[src/rtl/pwm_bank_pkg.sv]
package pwm_bank_pkg;

    typedef enum logic [1:0] {
        ST_IDLE  = 2'd0,
        ST_ARMED = 2'd1,
        ST_LOCK  = 2'd2
    } commit_state_t;

endpackage

[src/rtl/pwm_frame_counter.sv]
module pwm_frame_counter #(
    parameter int W = 7
) (
    input  logic         clk,
    input  logic         rst_n,
    output logic [W-1:0] cnt_o,
    output logic         at_top_o,
    output logic         pre_top_o
);
    localparam logic [W-1:0] TOP = {W{1'b1}};
    localparam logic [W-1:0] PRE = TOP - 1'b1;

    logic [W-1:0] cnt_q;

    always_ff @(posedge clk) begin
        if (!rst_n) cnt_q <= '0;
        else        cnt_q <= cnt_q + 1'b1;
    end

    always_comb begin
        cnt_o     = cnt_q;
        at_top_o  = (cnt_q == TOP);
        pre_top_o = (cnt_q == PRE);
    end

    AST_CNT_WRAP: assert property (@(posedge clk) disable iff (!rst_n)
        (cnt_q == TOP) |=> (cnt_q == '0));

endmodule

[src/rtl/pwm_commit_fsm.sv]
module pwm_commit_fsm
    import pwm_bank_pkg::*;
(
    input  logic clk,
    input  logic rst_n,
    input  logic commit_i,
    input  logic at_top_i,
    input  logic pre_top_i,
    output logic accept_o,
    output logic apply_o,
    output logic busy_o
);
    commit_state_t state_q, state_d;

    always_ff @(posedge clk) begin
        if (!rst_n) state_q <= ST_IDLE;
        else        state_q <= state_d;
    end

    always_comb begin
        state_d = state_q;
        unique case (state_q)
            ST_IDLE: begin
                if (commit_i) begin
                    if (at_top_i)       state_d = ST_ARMED; // T_DEFER
                    else if (pre_top_i) state_d = ST_LOCK;  // T_LATE
                    else                state_d = ST_ARMED; // T_ARM
                end
            end
            ST_ARMED: if (pre_top_i) state_d = ST_LOCK;     // T_ENTER_LOCK
            ST_LOCK:  state_d = ST_IDLE;                    // T_APPLY
            default:  state_d = ST_IDLE;
        endcase
    end

    always_comb begin
        accept_o = (state_q == ST_IDLE) && commit_i;
        apply_o  = (state_q == ST_LOCK);
        busy_o   = (state_q != ST_IDLE);
    end

    AST_LOCK_AT_TOP: assert property (@(posedge clk) disable iff (!rst_n)
        (state_q == ST_LOCK) |-> at_top_i);
    AST_DEFER_BUSY: assert property (@(posedge clk) disable iff (!rst_n)
        (state_q == ST_IDLE && commit_i && at_top_i) |=> (busy_o && !at_top_i));

endmodule

[src/rtl/pwm_duty_bank.sv]
module pwm_duty_bank #(
    parameter int CH = 9,
    parameter int W  = 7
) (
    input  logic          clk,
    input  logic          rst_n,
    input  logic          load_i,
    input  logic [CH-1:0] sel_i,
    input  logic [CH*W-1:0] duty_i,
    input  logic          apply_i,
    output logic [CH*W-1:0] active_o
);
    for (genvar g = 0; g < CH; g++) begin : g_slot
        logic [W-1:0] staged_q;
        logic [W-1:0] active_q;

        always_ff @(posedge clk) begin
            if (!rst_n) begin
                staged_q <= '0;
                active_q <= '0;
            end else begin
                if (load_i && sel_i[g]) staged_q <= duty_i[g*W +: W];
                if (apply_i)            active_q <= staged_q;
            end
        end

        assign active_o[g*W +: W] = active_q;
    end

endmodule

[src/rtl/pwm_channel.sv]
module pwm_channel #(
    parameter int W = 7
) (
    input  logic [W-1:0] cnt_i,
    input  logic [W-1:0] duty_i,
    input  logic         fault_i,
    output logic         drive_o
);
    localparam logic [W-1:0] TOP = {W{1'b1}};

    logic full_on;

    always_comb begin
        full_on = (duty_i == TOP);
        drive_o = !fault_i && (full_on || (cnt_i < duty_i));
    end

    always_comb begin
        if (!fault_i && duty_i == TOP) begin
            AST_FULL_ON: assert (drive_o);
        end
    end

endmodule

[src/rtl/pwm_bank.sv]
module pwm_bank
    import pwm_bank_pkg::*;
#(
    parameter int CHANNELS = 9,
    parameter int DUTY_W   = 7
) (
    input  logic                       clk,
    input  logic                       rst_n,
    input  logic                       commit_i,
    input  logic [CHANNELS-1:0]        chan_sel_i,
    input  logic [CHANNELS*DUTY_W-1:0] duty_i,
    input  logic                       thermal_fault_i,
    output logic [CHANNELS-1:0]        drive_o,
    output logic                       busy_o
);
    localparam int VEC_W = CHANNELS * DUTY_W;

    logic [DUTY_W-1:0] cnt_w;
    logic              at_top_w;
    logic              pre_top_w;
    logic              accept_w;
    logic              apply_w;
    logic [VEC_W-1:0]  active_w;

    pwm_frame_counter #(.W(DUTY_W)) u_cnt (
        .clk      (clk),
        .rst_n    (rst_n),
        .cnt_o    (cnt_w),
        .at_top_o (at_top_w),
        .pre_top_o(pre_top_w)
    );

    pwm_commit_fsm u_fsm (
        .clk      (clk),
        .rst_n    (rst_n),
        .commit_i (commit_i),
        .at_top_i (at_top_w),
        .pre_top_i(pre_top_w),
        .accept_o (accept_w),
        .apply_o  (apply_w),
        .busy_o   (busy_o)
    );

    pwm_duty_bank #(.CH(CHANNELS), .W(DUTY_W)) u_bank (
        .clk     (clk),
        .rst_n   (rst_n),
        .load_i  (accept_w),
        .sel_i   (chan_sel_i),
        .duty_i  (duty_i),
        .apply_i (apply_w),
        .active_o(active_w)
    );

    for (genvar g = 0; g < CHANNELS; g++) begin : g_ch
        pwm_channel #(.W(DUTY_W)) u_ch (
            .cnt_i  (cnt_w),
            .duty_i (active_w[g*DUTY_W +: DUTY_W]),
            .fault_i(thermal_fault_i),
            .drive_o(drive_o[g])
        );
    end

    AST_ACTIVE_AT_ZERO: assert property (@(posedge clk) disable iff (!rst_n)
        (cnt_w != '0) |-> $stable(active_w));
    AST_DROP_WHEN_BUSY: assert property (@(posedge clk) disable iff (!rst_n)
        busy_o |-> !accept_w);
    AST_FAULT_DARK: assert property (@(posedge clk) disable iff (!rst_n)
        thermal_fault_i |-> (drive_o == '0));

endmodule

[config.mk]
export PLATFORM = sky130hd
export DESIGN_NAME = pwm_bank
export DESIGN_NICKNAME = d
export VERILOG_FILES = /design/src/rtl/pwm_bank_pkg.sv /design/src/rtl/pwm_frame_counter.sv /design/src/rtl/pwm_commit_fsm.sv /design/src/rtl/pwm_duty_bank.sv /design/src/rtl/pwm_channel.sv /design/src/rtl/pwm_bank.sv
export SDC_FILE = /design/constraint.sdc
export NUM_CORES = 1
export LEC_CHECK = 0
export CORE_ASPECT_RATIO = 1.4
export CORE_UTILIZATION = 39
export CTS_BUF_LIST = sky130_fd_sc_hd__clkbuf_4
export CTS_CLUSTER_SIZE = 20
export DETAILED_ROUTE_END_ITERATION = 7
export DONT_BUFFER_PORTS = 1
export MAX_ROUTING_LAYER = met4
export PLACE_DENSITY = 0.63
export SLEW_MARGIN = 10
export SYNTH_ARGS = -nofsm -noshare
export SYNTH_HDL_FRONTEND = slang
export SYNTH_SLANG_ARGS = --single-unit
export TNS_END_PERCENT = 100
[constraint.sdc]
create_clock -name clk -period 4.45 [get_ports clk]
set_clock_uncertainty 0.2 [all_clocks]
set_input_delay 0.89 -clock clk [delete_from_list [all_inputs] [get_ports clk]]
set_output_delay 0.89 -clock clk [all_outputs]
set_load 0.005 [all_outputs]
# Yosys cells after proc, flatten, opt, wreduce, memory -nomap -nowiden
# Cells that the tools add are included.
[word_totals]
output_inout_bits = 10
wordCells = 82
regBits = 135
inputBits = 76
[op_classes]
n_lt_le_gt_ge = 9
n_eq_ne = 15
mux = 5
n_addsub = 1
reduce_logical = 32
[op_table]
columns = ["op", "count"]
rows = [
  ["== test 7 bit (second input constant)", 11],
  ["< comparator 7 bit", 9],
  ["logical AND 1 bit", 19],
  ["logical OR 1 bit", 9],
  ["2-to-1 mux 2 bit", 4],
  ["adder 7 x 1 -> 7 bit (second input constant)", 1],
  ["!= test 2 bit (second input constant)", 2],
  ["case mux 2 bit (2 select lines)", 1],
  ["== test 2 x 1 -> 1 bit (second input constant)", 1],
  ["== test 2 bit (second input constant)", 1],
  ["zero test 2 bit", 1],
  ["AND reduction 2 bit", 1],
  ["nonzero test 2 bit", 1],
  ["zero test 1 bit", 1],
]

# Logic depth before layout (Yosys ltp)
[logic_depth]
ltp_word = 5
depth_mapped = 6
ltp_nobuf = 5

# Cells and area by module
# Synthesis repeated with hierarchy kept, for this count alone.
[unflattened]
cells_unflattened = 756
hier_area_um2 = 6875.3
[by_module_without_submodules]
columns = ["mod", "cells_per_inst", "area_per_inst_um2", "seq_area_each_um2", "instances"]
rows = [
  ["pwm_duty_bank", 494, 4929.7, 2522.4, 1],
  ["pwm_channel", 24, 167.7, 0.0, 9],
  ["pwm_frame_counter", 33, 309.0, 140.1, 1],
  ["pwm_commit_fsm", 13, 127.6, 40.0, 1],
]

# Worst setup path after synthesis
# No wires, ideal clock.
[synth_timing]
kind = "input-to-output"
from = "input port thermal_fault_i"
to = "output port drive_o[0]"
arrival_ns = 1.738
path_stages = 4
slack_ns = 1.622
n_path_buf = 2
required_time_ns = 3.360
cell_sequence = "clkbuf_1 -> or4_1 -> o22ai_1 -> buf_4"
[synth_via]
elab_chain_cells = 2
[synth_lines]
columns = ["item", "line_no", "source"]
rows = [
  ["from (decl)", "pwm_bank.sv:12", "input logic thermal_fault_i,"],
  ["zero test 1 bit", "pwm_channel.sv:15", "drive_o = !fault_i && (full_on || (cnt_i < duty_i));"],
  ["logical AND 1 bit", "pwm_channel.sv:15", ""],
  ["to (decl)", "pwm_bank.sv:13", "output logic [CHANNELS-1:0] drive_o,"],
]
# Every way passes these cells.

# Worst setup path after layout
[layout_timing]
from = "register u_cnt.cnt_q[1] (netlist: u_cnt.cnt_o[1])"
to = "output port drive_o[3]"
[layout_via]
elab_chain_cells = 3
[layout_lines]
columns = ["item", "line_no", "source"]
rows = [
  ["from (decl)", "pwm_frame_counter.sv:13", "logic [W-1:0] cnt_q;"],
  ["from (signal assigned)", "pwm_frame_counter.sv:17", "else cnt_q <= cnt_q + 1'b1;"],
  ["< comparator 7 bit", "pwm_channel.sv:15", ""],
  ["logical OR 1 bit", "pwm_channel.sv:15", ""],
  ["logical AND 1 bit", "pwm_channel.sv:15", ""],
]
# Every way passes these cells.

==> impl_metrics.toml <==
[critical_path]
path_cells = "ha_1 -> a211oi_1 -> nor3_1 -> o22ai_1"
cp_max_fo = 13
crit_type = "reg2out"
crit_start = "u_cnt.cnt_o[1]"
cp-end-kind = "output port"
cp.required_ns = 3.36
cp.arrival_ns = 2.27
max_stage_delay_ns = 0.81
start_kind = "flip-flop"
worstReg2RegStart = "u_fsm.state_q[0]"
cp_slowest_cell = "dfxtp_1"

[detailed_routing]
top_layer_used = "met4"
drtPass1Iterations = 4
via_per_inst = 5.02
ant_nets = 0
routedWlPerCell_um = 13.8
drt-initial-drc-count = 161
routed_wl_um = 14000
via_count = 5106
drc = 0
wl_met3_um = 558
wl_met1_um = 6020
wl_met2_um = 7070

[sta]
tightest_slew_ns = 1.13
maxSlewHeadroom_pct = 24.5
fin_setup_tns_ns = 0
finalHoldViolCount = 0
fmax_mhz = 297
setup_violations = 0
drv_slew = 0
final.min_clock_period_ns = 3.36
rsz0062_at_grt = "false"
post-route-period-util_pct = 75.6

[finish]
final_common_cell = "nand2_1"
fin_nets = 932
utilization_pct = 41.7
final_cells = 1017
fin_area_um2 = 7020
area_delta_synth_final_pct = 4.55
layout-drive-gt1-share_pct = 6.15
final_cell_mix = "nand2_1, dfxtp_1, a21boi_0"

[floorplan]
dieArea_um2 = 17700
die_w_um = 113
dieHeight_um = 157
core-area_um2 = 16800
start_util_pct = 39.9
ios = 86
rows = 56

[grt]
grt_pass1_vias = 4990
antenna_found_initial = 1
grt_pass1_wl_um = 23500
overflow = 0
track_usage_pct = 17.6
grt_max_degree = 135

[power]
powerDensity_nw_per_um2 = 319
irDropWorstVdd_mv = 0.115
power.leakage_uw = 0.00236

[synth]
postSynthCellCount = 828
synth_area_per_cell_um2 = 8.11
ys_seq_area_share_pct = 40.3
synthArstFlopShare_pct = 0
ys_seq_elements = 135
synth.cell_area_um2 = 6710
yosys_warnings = 0
synth_edf_count = 0
syn_nets = 960
ys.flop_type = "dfxtp_1"
synth_cell_type_count = 31

[cts]
clockBufferDepth = 2
clock_latency_ns = 0.56
cts_setup_buffers = 0
numClockSinks = 135
cts_tree = "done"
post_cts_resized = 0
cts-hold-fix-buffers = 0
cts.clk_slew.worst_paths_ns = 0.12
numCtsBuffers = 17
ctsRootBufferMaster = "clkbuf_4"
cts.htree.levels = 4

[worst_hold_path]
min_from = "duty_i[42]"
hp-class = "in2reg"

[placed_design]
io_buffers = 0
place_area_um2 = 6720
globalplace.congestion = 0.768
dpl.cell_count = 984
hpwl_um = 9310

[status]
status = "finished, final reports clean"

[job]
drv_cap = 0
## registers in the layout, summed over array words and instances, names as in the netlist
name	count
u_bank.g_slot.active_q	63
u_bank.g_slot.staged_q	63
u_cnt.cnt_o	7
u_fsm.state_q	2
## cell usage after synthesis (all sizes together), types with 9 or more instances
master | instances | area [µm²]
o22ai | 9 | 56.3
ha | 56 | 701
or4 | 9 | 67.6
nand4 | 19 | 119
inv | 57 | 214
dfxtp | 135 | 2700
a21boi | 126 | 972
nand2 | 262 | 983
and2 | 14 | 100
o21ai | 18 | 90.1
a211oi | 18 | 135
clkbuf | 16 | 60.1
nor3 | 11 | 55.1
buf | 32 | 195
nor2 | 19 | 71.3
nand2b | 10 | 62.6
## report_power, final
group / switching, µW / leakage, µW / internal (µW)
clock network: 463 / 0.000147 / 388
registers: 27.1 / 0.00109 / 1230
logic: 61.6 / 0.00112 / 61.5
total: 552 / 0.00236 / 1680
## per-layer routing
layer | track usage, % | vias to the layer above
met1 | 18.5 | 2317
met4 | 8.02 | 0
met5 | - | -
met3 | 4.89 | 25
met2 | 30.7 | 73
li1 | - | 2691
## critical path, delay by kind of cell, from the launching register on
family                     cells  cell delay (ns)
DFF                            1             0.81
AOI/OAI and AO/OA              2             0.49
and+or+nand+nor                1             0.07
adders and majority gates      1             0.35
## cell families after synthesis
family / count (synthesis) / share of synthesized area, %
xor+xnor: 5 / 0.652
compound gates: 173 / 18.8
flops: 135 / 40.3
buf+inv: 105 / 6.99
fa+ha+maj: 56 / 10.4
simple gates: 354 / 22.8
## path summary, 6_finish.rpt
check,to,slack (ns),cells after the start
min,u_bank.g_slot[6].staged_q[0],0.24,2
max reg2reg,u_bank.g_slot[6].staged_q[6],2.35,4
min reg2reg,u_bank.g_slot[4].staged_q[0],0.26,2
max,drive_o[3],1.09,4
## stage by stage
stage          total power (µW)  hold WS (ns)  setup WS, ns
6_report                   2240         0.242          1.09
5_1_grt                    2330         0.207         0.884
4_1_cts                    2260         0.205          1.00
3_5_place_dp               1420         0.246          1.64
3_3_place_gp               1410         0.249          1.63
2_1_floorplan              1410         0.235          1.62
## cell type report
cell class | count | area [µm²]
Clock inverter | 14 | 159
Antenna cell | 1 | 2.50
Timing Repair Buffer | 1 | 7.51
Tap cell | 203 | 254
Fill cell | 1782 | 9800
Multi-Input combinational cell | 588 | 3540
Inverter | 57 | 214
Clock buffer | 18 | 135
Sequential cell | 135 | 2700
No activity file was read; power rests on OpenSTA's default activity.
